$ cat src/rtl/selfprog_ctl.sv
module selfprog_ctl #(
  parameter int ZH_W      = 8,
  parameter int STORE_WIN = 4,
  parameter int LOAD_WIN  = 3
) (
  input  logic            clk,
  input  logic            rst_n,
  input  logic            reg_wr,
  input  logic [7:0]      reg_wdata,
  output logic [7:0]      reg_rdata,
  input  logic            spm_strobe,
  input  logic            lpm_strobe,
  input  logic [ZH_W-1:0] z_hi,
  input  logic            z_lo0,
  input  logic            flash_done,
  input  logic            flash_busy,
  output logic            halt_req,
  output logic            erase_cmd,
  output logic            write_cmd,
  output logic            buf_clr_cmd,
  output logic [ZH_W-1:0] page_addr,
  output logic            rd_sig_sel,
  output logic            rd_fuse_sel,
  output logic            rd_lock_sel
);
  localparam int MAXW = (STORE_WIN > LOAD_WIN) ? STORE_WIN : LOAD_WIN;
  localparam int CW   = $clog2(MAXW + 1);

  typedef enum logic [2:0] {A_NONE, A_ERASE, A_WRITE, A_CLEAR, A_SIG, A_FUSE} arm_t;

  arm_t            arm, next_arm;
  logic [CW-1:0]   cnt;
  logic            running;
  logic            ers_q, wr_q, clr_q;
  logic [ZH_W-1:0] addr_q;
  logic            in_win, is_store, is_load, spm_hit, lpm_hit;
  logic            unused_hi;

  assign unused_hi = ^reg_wdata[7:6];

  always_comb begin
    next_arm = A_NONE;
    if (reg_wdata[0]) begin
      if      (reg_wdata[1]) next_arm = A_ERASE;
      else if (reg_wdata[2]) next_arm = A_WRITE;
      else if (reg_wdata[4]) next_arm = A_CLEAR;
      else if (reg_wdata[5]) next_arm = A_SIG;
      else if (reg_wdata[3]) next_arm = A_FUSE;
    end
  end

  assign is_store = (arm == A_ERASE) || (arm == A_WRITE) || (arm == A_CLEAR);
  assign is_load  = (arm == A_SIG) || (arm == A_FUSE);
  assign in_win   = (arm != A_NONE) && !running && !reg_wr;
  assign spm_hit  = in_win && is_store && spm_strobe;
  assign lpm_hit  = in_win && is_load && lpm_strobe;

  always_ff @(posedge clk) begin
    if (!rst_n) begin
      arm     <= A_NONE;
      cnt     <= '0;
      running <= 1'b0;
      ers_q   <= 1'b0;
      wr_q    <= 1'b0;
      clr_q   <= 1'b0;
      addr_q  <= '0;
    end else begin
      ers_q <= 1'b0;
      wr_q  <= 1'b0;
      clr_q <= 1'b0;
      if (running) begin
        if (flash_done) begin
          running <= 1'b0;
          arm     <= A_NONE;
        end
      end else if (reg_wr) begin
        arm <= next_arm;
        cnt <= (next_arm == A_SIG || next_arm == A_FUSE) ? CW'(LOAD_WIN) : CW'(STORE_WIN);
      end else if (spm_hit) begin
        if (arm == A_CLEAR) begin
          clr_q <= 1'b1;
          arm   <= A_NONE;
        end else begin
          running <= 1'b1;
          addr_q  <= z_hi;
          ers_q   <= (arm == A_ERASE);
          wr_q    <= (arm == A_WRITE);
        end
      end else if (lpm_hit) begin
        arm <= A_NONE;
      end else if (arm != A_NONE) begin
        if (cnt <= CW'(1)) arm <= A_NONE;
        else               cnt <= cnt - CW'(1);
      end
    end
  end

  assign halt_req    = running | flash_busy;
  assign erase_cmd   = ers_q;
  assign write_cmd   = wr_q;
  assign buf_clr_cmd = clr_q;
  assign page_addr   = addr_q;
  assign rd_sig_sel  = lpm_hit && (arm == A_SIG);
  assign rd_fuse_sel = lpm_hit && (arm == A_FUSE) && z_lo0;
  assign rd_lock_sel = lpm_hit && (arm == A_FUSE) && !z_lo0;

  assign reg_rdata = {2'b00, arm == A_SIG, arm == A_CLEAR, arm == A_FUSE,
                      arm == A_WRITE, arm == A_ERASE, arm != A_NONE};

  p_cmd_after_spm_r4: assert property (@(posedge clk) disable iff (!rst_n)
    (erase_cmd || write_cmd || buf_clr_cmd) |-> $past(spm_strobe));
  p_cnt_range_r5: assert property (@(posedge clk) disable iff (!rst_n)
    (arm != A_NONE && !running) |-> (cnt >= CW'(1) && cnt <= CW'(MAXW)));
  p_one_pulse_r6: assert property (@(posedge clk) disable iff (!rst_n)
    $onehot0({erase_cmd, write_cmd, buf_clr_cmd}));
  p_pulse_short_r6: assert property (@(posedge clk) disable iff (!rst_n)
    (erase_cmd || write_cmd) |=> !(erase_cmd || write_cmd));
  p_cmd_halts_r7: assert property (@(posedge clk) disable iff (!rst_n)
    (erase_cmd || write_cmd) |-> halt_req);
  p_halt_release_r7: assert property (@(posedge clk) disable iff (!rst_n)
    (halt_req && flash_done && !flash_busy) |=> (halt_req == flash_busy));
  p_clr_no_halt_r8: assert property (@(posedge clk) disable iff (!rst_n)
    (buf_clr_cmd && !flash_busy) |-> !halt_req);
  p_sel_on_load_r9: assert property (@(posedge clk) disable iff (!rst_n)
    (rd_sig_sel || rd_fuse_sel || rd_lock_sel) |-> lpm_strobe);
  p_sel_excl_r10: assert property (@(posedge clk) disable iff (!rst_n)
    $onehot0({rd_sig_sel, rd_fuse_sel, rd_lock_sel}));
endmodule

$ cat config.mk
export PLATFORM = sky130hd
export DESIGN_NAME = selfprog_ctl
export DESIGN_NICKNAME = d
export VERILOG_FILES = /design/src/rtl/selfprog_ctl.sv
export SDC_FILE = /design/constraint.sdc
export NUM_CORES = 1
export LEC_CHECK = 0
export ABC_AREA = 1
export BUFFER_PORTS_ARGS = -buffer_cell sky130_fd_sc_hd__buf_4
export CORE_UTILIZATION = 48
export CTS_BUF_LIST = sky130_fd_sc_hd__clkbuf_2
export CTS_CLUSTER_SIZE = 12
export DETAILED_ROUTE_END_ITERATION = 8
export PLACE_DENSITY = 0.89
export SYNTH_ARGS = -nofsm -noshare
export SYNTH_HDL_FRONTEND = slang
export SYNTH_SLANG_ARGS = --single-unit
$ cat constraint.sdc
create_clock -name clk -period 1.6 [get_ports clk]
set_input_delay 0.24 -clock clk [delete_from_list [all_inputs] [get_ports clk]]
set_output_delay 0.24 -clock clk [all_outputs]
set_load 0.03 [all_outputs]
==> results of run 1 <==
critical path, cell delays in order, from the launching register on:
cell     delay [ns]
dfxtp_4        0.39
nor2_4         0.19
nand3_4        0.12
nor3b_2        0.16
buf_4          0.17
layer usage:
layer	vias up	global-route usage, %	part of all wire, %
met5	-	0	0
met4	0	10.78	2.6
met3	8	3.427	5.6
met2	49	41.32	50
met1	506	26.58	42
li1	566	-	-
power by group through the flow:
stage          registers, mW  clock network, mW  logic, mW
3_5_place_dp           0.655                  0       1.25
3_3_place_gp           0.650                  0       1.21
2_1_floorplan          0.696                  0      0.888
4_1_cts                0.643              0.198       1.29
6_report               0.654              0.195       1.33
5_1_grt                0.669              0.229       1.45
cells in the mapped netlist, drive strengths merged:
cell	count
or2	2
nor3b	1
o21bai	1
a21oi	2
nand2	24
nand3	5
nor4	1
conb	1
dfxtp	18
nand4	7
o21ai	12
nor3	4
ha	2
nor2	42
inv	22
xor2	1
buf	4
flip-flops by register name (all words and copies together), names as in the netlist:
| register | count |
|---|---|
| page_addr | 8 |
| running | 1 |
| arm | 3 |
| write_cmd | 1 |
| erase_cmd | 1 |
| buf_clr_cmd | 1 |
| cnt | 3 |
logic make-up (layout without fill, tap and decap cells):
kind of cell / count (synthesis) / count (layout)
DFF: 18 / 18
xor gates and xnor gates: 1 / 1
adders and majority gates: 2 / 2
buffers and inverters: 26 / 74
and+or+nand+nor: 86 / 86
AOI/OAI and AO/OA: 15 / 15
other: 1 / 2
metrics by stage:
stage	util [%]	setup WS, ns	instance area [µm²]	std cells	hold WS [ns]
global route	73.47	-0.06131	1500	225	0.1267
global placement	69.30	0.1646	1415	216	0.4613
finish	73.47	0.01308	1500	225	0.1435
detailed placement	69.30	0.1051	1415	216	0.4747
floorplan	-	0.1873	1090	150	0.3749
CTS	71.20	0.008440	1454	221	0.1418
final timing paths:
check	end	slack, ns	cells past startpoint
setup / recovery	rd_fuse_sel	0.01	4
hold / removal	page_addr[2]	0.14	3
setup reg to reg	cnt[2]	0.20	8
hold reg to reg	write_cmd	0.52	1
cell type report:
| class | instances | area, µm² | area share, % |
|---|---|---|---|
| clock buffers | 3 | 15.01 | 1.001 |
| clock inverters | 1 | 3.754 | 0.2502 |
| multi-input cells | 106 | 631.9 | 42.12 |
| flip-flops and latches | 18 | 370.4 | 24.69 |
| inverters | 22 | 85.08 | 5.671 |
| well taps | 27 | 33.78 | 2.252 |
| repair buffers | 48 | 360.3 | 24.02 |
repair_timing:
item | in CTS | in global routing
setup buffers | 1 | 4
setup endpoints to repair | 3 | 11
pin swaps | 1 | 3
resized for setup | 4 | 7
==> run_results.csv, run 1 <==
group,metric,value,unit
status,outcome,"finished, final reports clean",
power,intPower,1.099,mW
logic_synthesis,synthCells,149,
drt,first_pass_iters,4,
logic_synthesis,ys_seq_area_share,33.49,%
layout,layout-drive-gt1-share,43.43,%
logic_synthesis,synthDominantCellAreaShare,33.49,%
layout,mostFrequentLayoutCell,"buf_4",
clocking,holdBufCountCts,0,
layout,layout_common_cells,"48 x buf_4, 32 x nor2_1, 20 x nand2_1",
grt,first_global_vias,1090,
logic_synthesis,yosysUniqueCellTypes,31,
sta,fmax,630.2,MHz
logic_synthesis,synth_top_cell_by_area,"dfxtp_1",
setup_path,r2r_start,"cnt[1]",
placement,numPortBuffers,42,
die,initial_core_util,52.70,%
layout,n_antenna_cell,0,
clocking,cts_root_buffer,"clkbuf_2",
grt,antenna_found_initial,0,
run,max_cap_viol_count,0,
die,io_pins,47,
logic_synthesis,synth.yosys.warnings,0,
clocking,cts.sinks,18,
clocking,clk_latency,0.30,ns
layout,area_growth,39.42,%
die,fp.dieH,49.35,µm
grt,grt_max_degree,15,
layout,finalNetCount,225,
grt,gr-total-overflow,0,
logic_synthesis,synthXorXnorAreaFrac,0.8140,%
drt,drc_errors,0,
drt,ant_nets,0,
logic_synthesis,yosys_register_bits,18,
power,pwr-share-clk,8.9,%
setup_path,setup.worst_path.end_class,"output pin",
setup_path,worstSetupStartpointType,"flip-flop",
logic_synthesis,synth-simple-area-share,44.65,%
logic_synthesis,synth_mux_area_share,0,%
power,power_frac_seq,30.0,%
logic_synthesis,netlist_top_cells_area,"dfxtp_1 33%, nor2_1 11%, nand2_1 7.3%, nor2_8 5.6%, inv_1 5.2%",
drt,viasPerCell,5.018,
power,power.leakage,0.7601,nW
sta,hold_viol_final,0,
logic_synthesis,synth_fa_ha_area_share,2.326,%
placement,dp_hpwl,2019,µm
worst_hold_path,hold_class,"primary input to flip-flop",
setup_path,cp.required,1.36,ns
sta,period_needed,1.587,ns
sta,finalMaxSlewViolations,0,
die,coreArea,0.002042,mm²
logic_synthesis,synth_top_family_by_area,"simple AND/OR/NAND/NOR gates",
sta,setup_tns,0,ns
drt,drt_iter0_markers,23,
power,power,2.178,mW
setup_path,worstSetupStartpoint,"running",
setup_path,path_class,"flip-flop to output pin",
placement,gp_congestion,0.8101,
die,dieArea,0.002435,mm²
setup_path,cp_max_fo,5,
die,rows,16,
sta,rsz0062_at_grt,"yes",
grt,grt_usage,23.10,%
power,power.density,1452,mW/mm²
logic_synthesis,netlist_area,0.001076,mm²
clocking,cts_buffers,3,
clocking,cts_tree,"built",
drt,wl_per_cell,11.49,µm
logic_synthesis,synth_compound_area_share,7.558,%
power,ir_drop,798.9,µV
power,power_frac_comb,61.1,%
drt,vias,1129,
power,switching_share,49.55,%
die,die_w,49.35,µm
layout,nFillCells,168,
power,power_switching,1.079,mW
grt,grt_first_pass_wirelength,4422,µm
sta,post-route-period-util,99.18,%
clocking,clk_pin_slew_worst_paths,0.18,ns
sta,setup-violations-final,0,
sta,fin_worst_skew,0.01368,ns
clocking,h-tree-depth,1,
drt,wirelength,2586,µm
logic_synthesis,synth_area_per_cell,7.222,µm²
setup_path,cp.arrival,1.35,ns
clocking,clockBufferDepth,2,
worst_hold_path,min_from,"z_hi[2]",
(Power assumes the default switching activity.)
==> run 2: changes to the inputs <==
==> config.mk (replaced) <==
export PLATFORM = sky130hd
export DESIGN_NAME = selfprog_ctl
export DESIGN_NICKNAME = d
export VERILOG_FILES = /design/src/rtl/selfprog_ctl.sv
export SDC_FILE = /design/constraint.sdc
export NUM_CORES = 1
export LEC_CHECK = 0
export ABC_AREA = 1
export CORE_UTILIZATION = 64
export CTS_BUF_LIST = sky130_fd_sc_hd__clkbuf_2
export CTS_CLUSTER_SIZE = 12
export DETAILED_ROUTE_END_ITERATION = 8
export DONT_BUFFER_PORTS = 1
export PLACE_DENSITY = 0.88
export SYNTH_ARGS = -nofsm -noshare
export SYNTH_HDL_FRONTEND = slang
export SYNTH_SLANG_ARGS = --single-unit
==> run_results.csv, run 2 (same netlist as run 1, synthesis figures left out) <==
group,metric,value,unit
clocking,h-tree-depth,1,
clocking,cts_tree,"built",
sta,fin_worst_skew,0.003987,ns
layout,final_area,0.001194,mm²
setup_path,cp.arrival,1.34,ns
worst_hold_path,min_path_cells,2,
setup_path,r2r_start,"cnt[1]",
setup_path,r2r_cells,8,
drt,drc_errors,0,
drt,wl_met3,134,µm
setup_path,crit_chain,"inv_6 > nor2_4 > nand3_4 > nor3b_2 > buf_4",
layout,mostFrequentLayoutCell,"nor2_1",
placement,gp_congestion,0.8376,
grt,grt_max_degree,15,
die,rows,14,
drt,first_pass_iters,4,
setup_path,cp_slowest_stage_delay,0.41,ns
layout,layout-drive-gt1-share,29.56,%
clocking,clk_latency,0.31,ns
sta,finalMaxSlewViolations,0,
clocking,cts.sinks,18,
die,fp.dieH,43.01,µm
clocking,clk_pin_slew_worst_paths,0.16,ns
die,coreArea,0.001541,mm²
placement,placed_cell_area,0.001139,mm²
layout,area_growth,10.93,%
placement,numPortBuffers,0,
setup_path,cp.required,1.36,ns
sta,rsz0062_at_grt,"yes",
grt,grt_first_pass_wirelength,3650,µm
die,io_pins,47,
setup_path,cp_max_fo,5,
drt,ant_nets,0,
setup_path,r2r_slack,0.16,ns
setup_path,path_class,"flip-flop to output pin",
layout,nFillCells,110,
die,initial_core_util,69.81,%
grt,first_global_vias,958,
power,power.leakage,0.5679,nW
layout,largest_reg_flops,8,
setup_path,setup.worst_path.end_class,"output pin",
sta,hold_ws,0.01906,ns
status,outcome,"finished, final reports clean",
run,max_cap_viol_count,0,
placement,dp_slack,0.1017,ns
sta,fmax,634.6,MHz
drt,route.met2.wl,1246,µm
worst_hold_path,hold_class,"primary input to flip-flop",
drt,wl_met1,951,µm
sta,hold_viol_final,0,
grt,gr-total-overflow,0,
layout,finalNetCount,187,
setup_path,rr_endpoint,"cnt[2]",
grt,grt_usage,25.66,%
drt,vias,989,
placement,dp_hpwl,1673,µm
drt,wirelength,2357,µm
layout,n_antenna_cell,0,
layout,layout_common_cells,"32 x nor2_1, 20 x nand2_1, 15 x inv_1",
grt,antenna_found_initial,0,
worst_hold_path,min_from,"rst_n",
setup_path,worstSetupStartpointType,"flip-flop",
setup_path,critPathSlowestCell,"dfxtp_4",
sta,setup-violations-final,0,
worst_hold_path,hold-path-endpoint,"arm[2]",
clocking,cts_root_buffer,"clkbuf_2",
drt,drt_iter0_markers,25,
clocking,clockBufferDepth,2,
power,ir_drop,926.5,µV
drt,wl_per_cell,13.47,µm
sta,worst_slack,0.02422,ns
die,dieArea,0.001849,mm²
drt,dr.max_layer_used,"met4",
sta,post-route-period-util,98.49,%
sta,period_needed,1.576,ns
layout,postLayoutCoreUtil,77.44,%
power,power.density,1710,mW/mm²
clocking,cts_buffers,3,
power,power,2.041,mW
die,die_w,43.01,µm
drt,viasPerCell,5.651,
## run 2: layout make-up
cell class	instances	area (µm²)	share of cell area [%]
flip-flops and latches	18	367.9	30.82
well taps	16	20.02	1.677
repair buffers	10	75.07	6.289
multi-input cells	106	628.1	52.62
clock buffers	3	15.01	1.258
inverters	22	87.58	7.338
## run 2: metal layers
layer / global-route usage [%] / vias to the layer above
met5: 0 / -
met4: 6.667 / 0
met3: 6.809 / 4
met2: 50.00 / 47
met1: 26.47 / 452
li1: - / 486
## run 2: stage by stage
step,std cells,TNS [ns]
2_1_floorplan,150,0
3_3_place_gp,170,0
3_5_place_dp,170,0
4_1_cts,175,0
5_1_grt,175,-0.01290
6_report,175,0
## run 2: worst max-delay path: cells and delay by family, from the launching register on
kind | cells | cell delay [ns]
buf+inv | 2 | 0.23
flops | 1 | 0.41
simple gates | 3 | 0.39
## run 2: timing repair
item | in CTS | in global routing
hold buffers | 0 | 0
pin swaps | 1 | 1
gates resized for setup | 3 | 7
endpoints found under the setup margin | 3 | 10
buffers inserted | 2 | 0
## run 2: worst max path at each step
| stage | startpoint | endpoint | cells past startpoint |
|---|---|---|---|
| 4_1_cts | arm[1] | rd_fuse_sel | 4 |
| 6_report | arm[2] | rd_fuse_sel | 5 |
| 3_5_place_dp | cnt[1] | cnt[2] | 8 |
| 3_3_place_gp | cnt[1] | cnt[2] | 8 |
| 2_1_floorplan | arm[2] | rd_fuse_sel | 5 |
| 5_1_grt | arm[2] | rd_fuse_sel | 5 |
## run 2: report_power, final
group	internal (mW)	switching, mW
registers	0.557	0.185
clock network	0.0511	0.142
logic	0.366	0.741
==> run 3: changes to the inputs <==
--- a/config.mk
+++ b/config.mk
@@ -6,12 +6,13 @@
 export NUM_CORES = 1
 export LEC_CHECK = 0
 export ABC_AREA = 1
+export CAP_MARGIN = 20
 export CORE_UTILIZATION = 64
 export CTS_BUF_LIST = sky130_fd_sc_hd__clkbuf_2
 export CTS_CLUSTER_SIZE = 12
 export DETAILED_ROUTE_END_ITERATION = 8
 export DONT_BUFFER_PORTS = 1
-export PLACE_DENSITY = 0.88
+export PLACE_DENSITY = 0.8
 export SYNTH_ARGS = -nofsm -noshare
 export SYNTH_HDL_FRONTEND = slang
 export SYNTH_SLANG_ARGS = --single-unit
==> run_results.csv, run 3 (same netlist as run 1, synthesis figures left out) <==
group,metric,value,unit
die,die_w,43.01,µm
sta,hold_viol_final,0,
clocking,cts_tree,"built",
setup_path,r2r_slack,0.18,ns
drt,first_pass_iters,4,
clocking,h-tree-depth,1,
worst_hold_path,min_path_cells,2,
sta,period_needed,1.568,ns
grt,gr-total-overflow,0,
drt,drc_errors,0,
layout,n_antenna_cell,0,
drt,wirelength,2332,µm
sta,fmax,637.7,MHz
sta,finalMaxSlewViolations,0,
layout,largest_reg_flops,8,
die,io_pins,47,
layout,layout_common_cells,"31 x nor2_1, 20 x nand2_1, 15 x inv_1, 15 x dfxtp_1, 11 x buf_4",
layout,postLayoutCoreUtil,79.79,%
setup_path,path_class,"flip-flop to output pin",
drt,ant_nets,0,
setup_path,cp_max_fo,5,
grt,grt_usage,27.68,%
grt,first_global_vias,972,
drt,drt_iter0_markers,37,
status,outcome,"finished, final reports clean",
clocking,clockBufferDepth,2,
layout,finalNetCount,190,
power,power.density,1661,mW/mm²
layout,nFillCells,104,
grt,grt_first_pass_wirelength,3857,µm
placement,dp_hpwl,1710,µm
drt,vias,989,
layout,mostFrequentLayoutCell,"nor2_1",
layout,final_cell_count_no_fill,179,
clocking,cts_buffers,3,
drt,wl_per_cell,13.03,µm
drt,viasPerCell,5.525,
setup_path,cp.arrival,1.33,ns
die,rows,14,
worst_hold_path,hold_class,"primary input to flip-flop",
run,max_cap_viol_count,0,
clocking,clk_latency,0.31,ns
clocking,cts_root_buffer,"clkbuf_2",
layout,layout-drive-gt1-share,30.06,%
sta,rsz0062_at_grt,"yes",
setup_path,setup.worst_path.end_class,"output pin",
die,dieArea,0.001849,mm²
placement,numPortBuffers,0,
sta,setup_tns,0,ns
drt,wl_met1,1000,µm
power,power.leakage,0.5822,nW
clocking,cts.sinks,18,
drt,wl_met3,124,µm
sta,post-route-period-util,98.01,%
placement,gp_congestion,0.8392,
setup_path,worstSetupStartpointType,"flip-flop",
setup_path,cp.required,1.36,ns
sta,worst_slack,0.03188,ns
grt,grt_max_degree,15,
grt,antenna_found_initial,0,
clocking,clk_pin_slew_worst_paths,0.18,ns
placement,dp_slack,0.09035,ns
layout,area_growth,14.30,%
sta,fin_worst_skew,0.01315,ns
placement,placed_cells,170,
die,coreArea,0.001541,mm²
drt,route.met2.wl,1186,µm
power,power,2.042,mW
die,fp.dieH,43.01,µm
die,initial_core_util,69.81,%
setup_path,r2r_cells,8,
drt,dr.max_layer_used,"met4",
sta,setup-violations-final,0,
power,ir_drop,1330,µV
-- run 3: cell type report --
| class | instances | area, µm² | share of cell area [%] |
|---|---|---|---|
| inverter | 22 | 87.58 | 7.121 |
| tap | 16 | 20.02 | 1.628 |
| clock buffer | 3 | 15.01 | 1.221 |
| multi-input combinational | 106 | 630.6 | 51.27 |
| sequential | 18 | 369.1 | 30.01 |
| clock inverter | 1 | 3.754 | 0.3052 |
| timing repair buffer | 13 | 103.9 | 8.444 |
-- run 3: routing by layer --
layer | up-vias | track usage (%)
met3 | 4 | 4.681
met2 | 46 | 48.79
met1 | 444 | 31.48
li1 | 495 | -
met4 | 0 | 14.55
met5 | - | 0
-- run 3: path summary, 6_finish.rpt --
kind,startpoint,to
setup / recovery,arm[2],rd_fuse_sel
hold / removal,rst_n,arm[1]
setup reg to reg,arm[0],arm[0]
hold reg to reg,cnt[1],cnt[1]
-- run 3: power by group --
part / switching, mW / internal [mW] / leakage (nW)
Sequential: 0.176 / 0.558 / 0.149
Combinational: 0.731 / 0.376 / 0.419
Clock: 0.146 / 0.0543 / 0.0140
-- run 3: per-stage QoR --
stage	hold WS (ns)	area [µm²]
floorplan	0.3749	1090
global placement	0.3637	1139
detailed placement	0.3669	1139
CTS	0.01125	1194
global route	0.01539	1230
finish	0.02319	1230
-- run 3: timing repair --
item / in CTS / in global routing
pin swaps: 2 / 2
buffers inserted: 2 / 2
hold endpoints to repair: 0 / 2
gates resized for setup: 7 / 5
hold buffers: 0 / 1
setup endpoints to repair: 3 / 6
-- run 3: worst max-delay path: stages (launching register included) --
cell	delay [ns]
dfxtp_4	0.40
inv_4	0.05
nor2_4	0.09
nand3_4	0.09
nor3b_2	0.20
buf_4	0.19
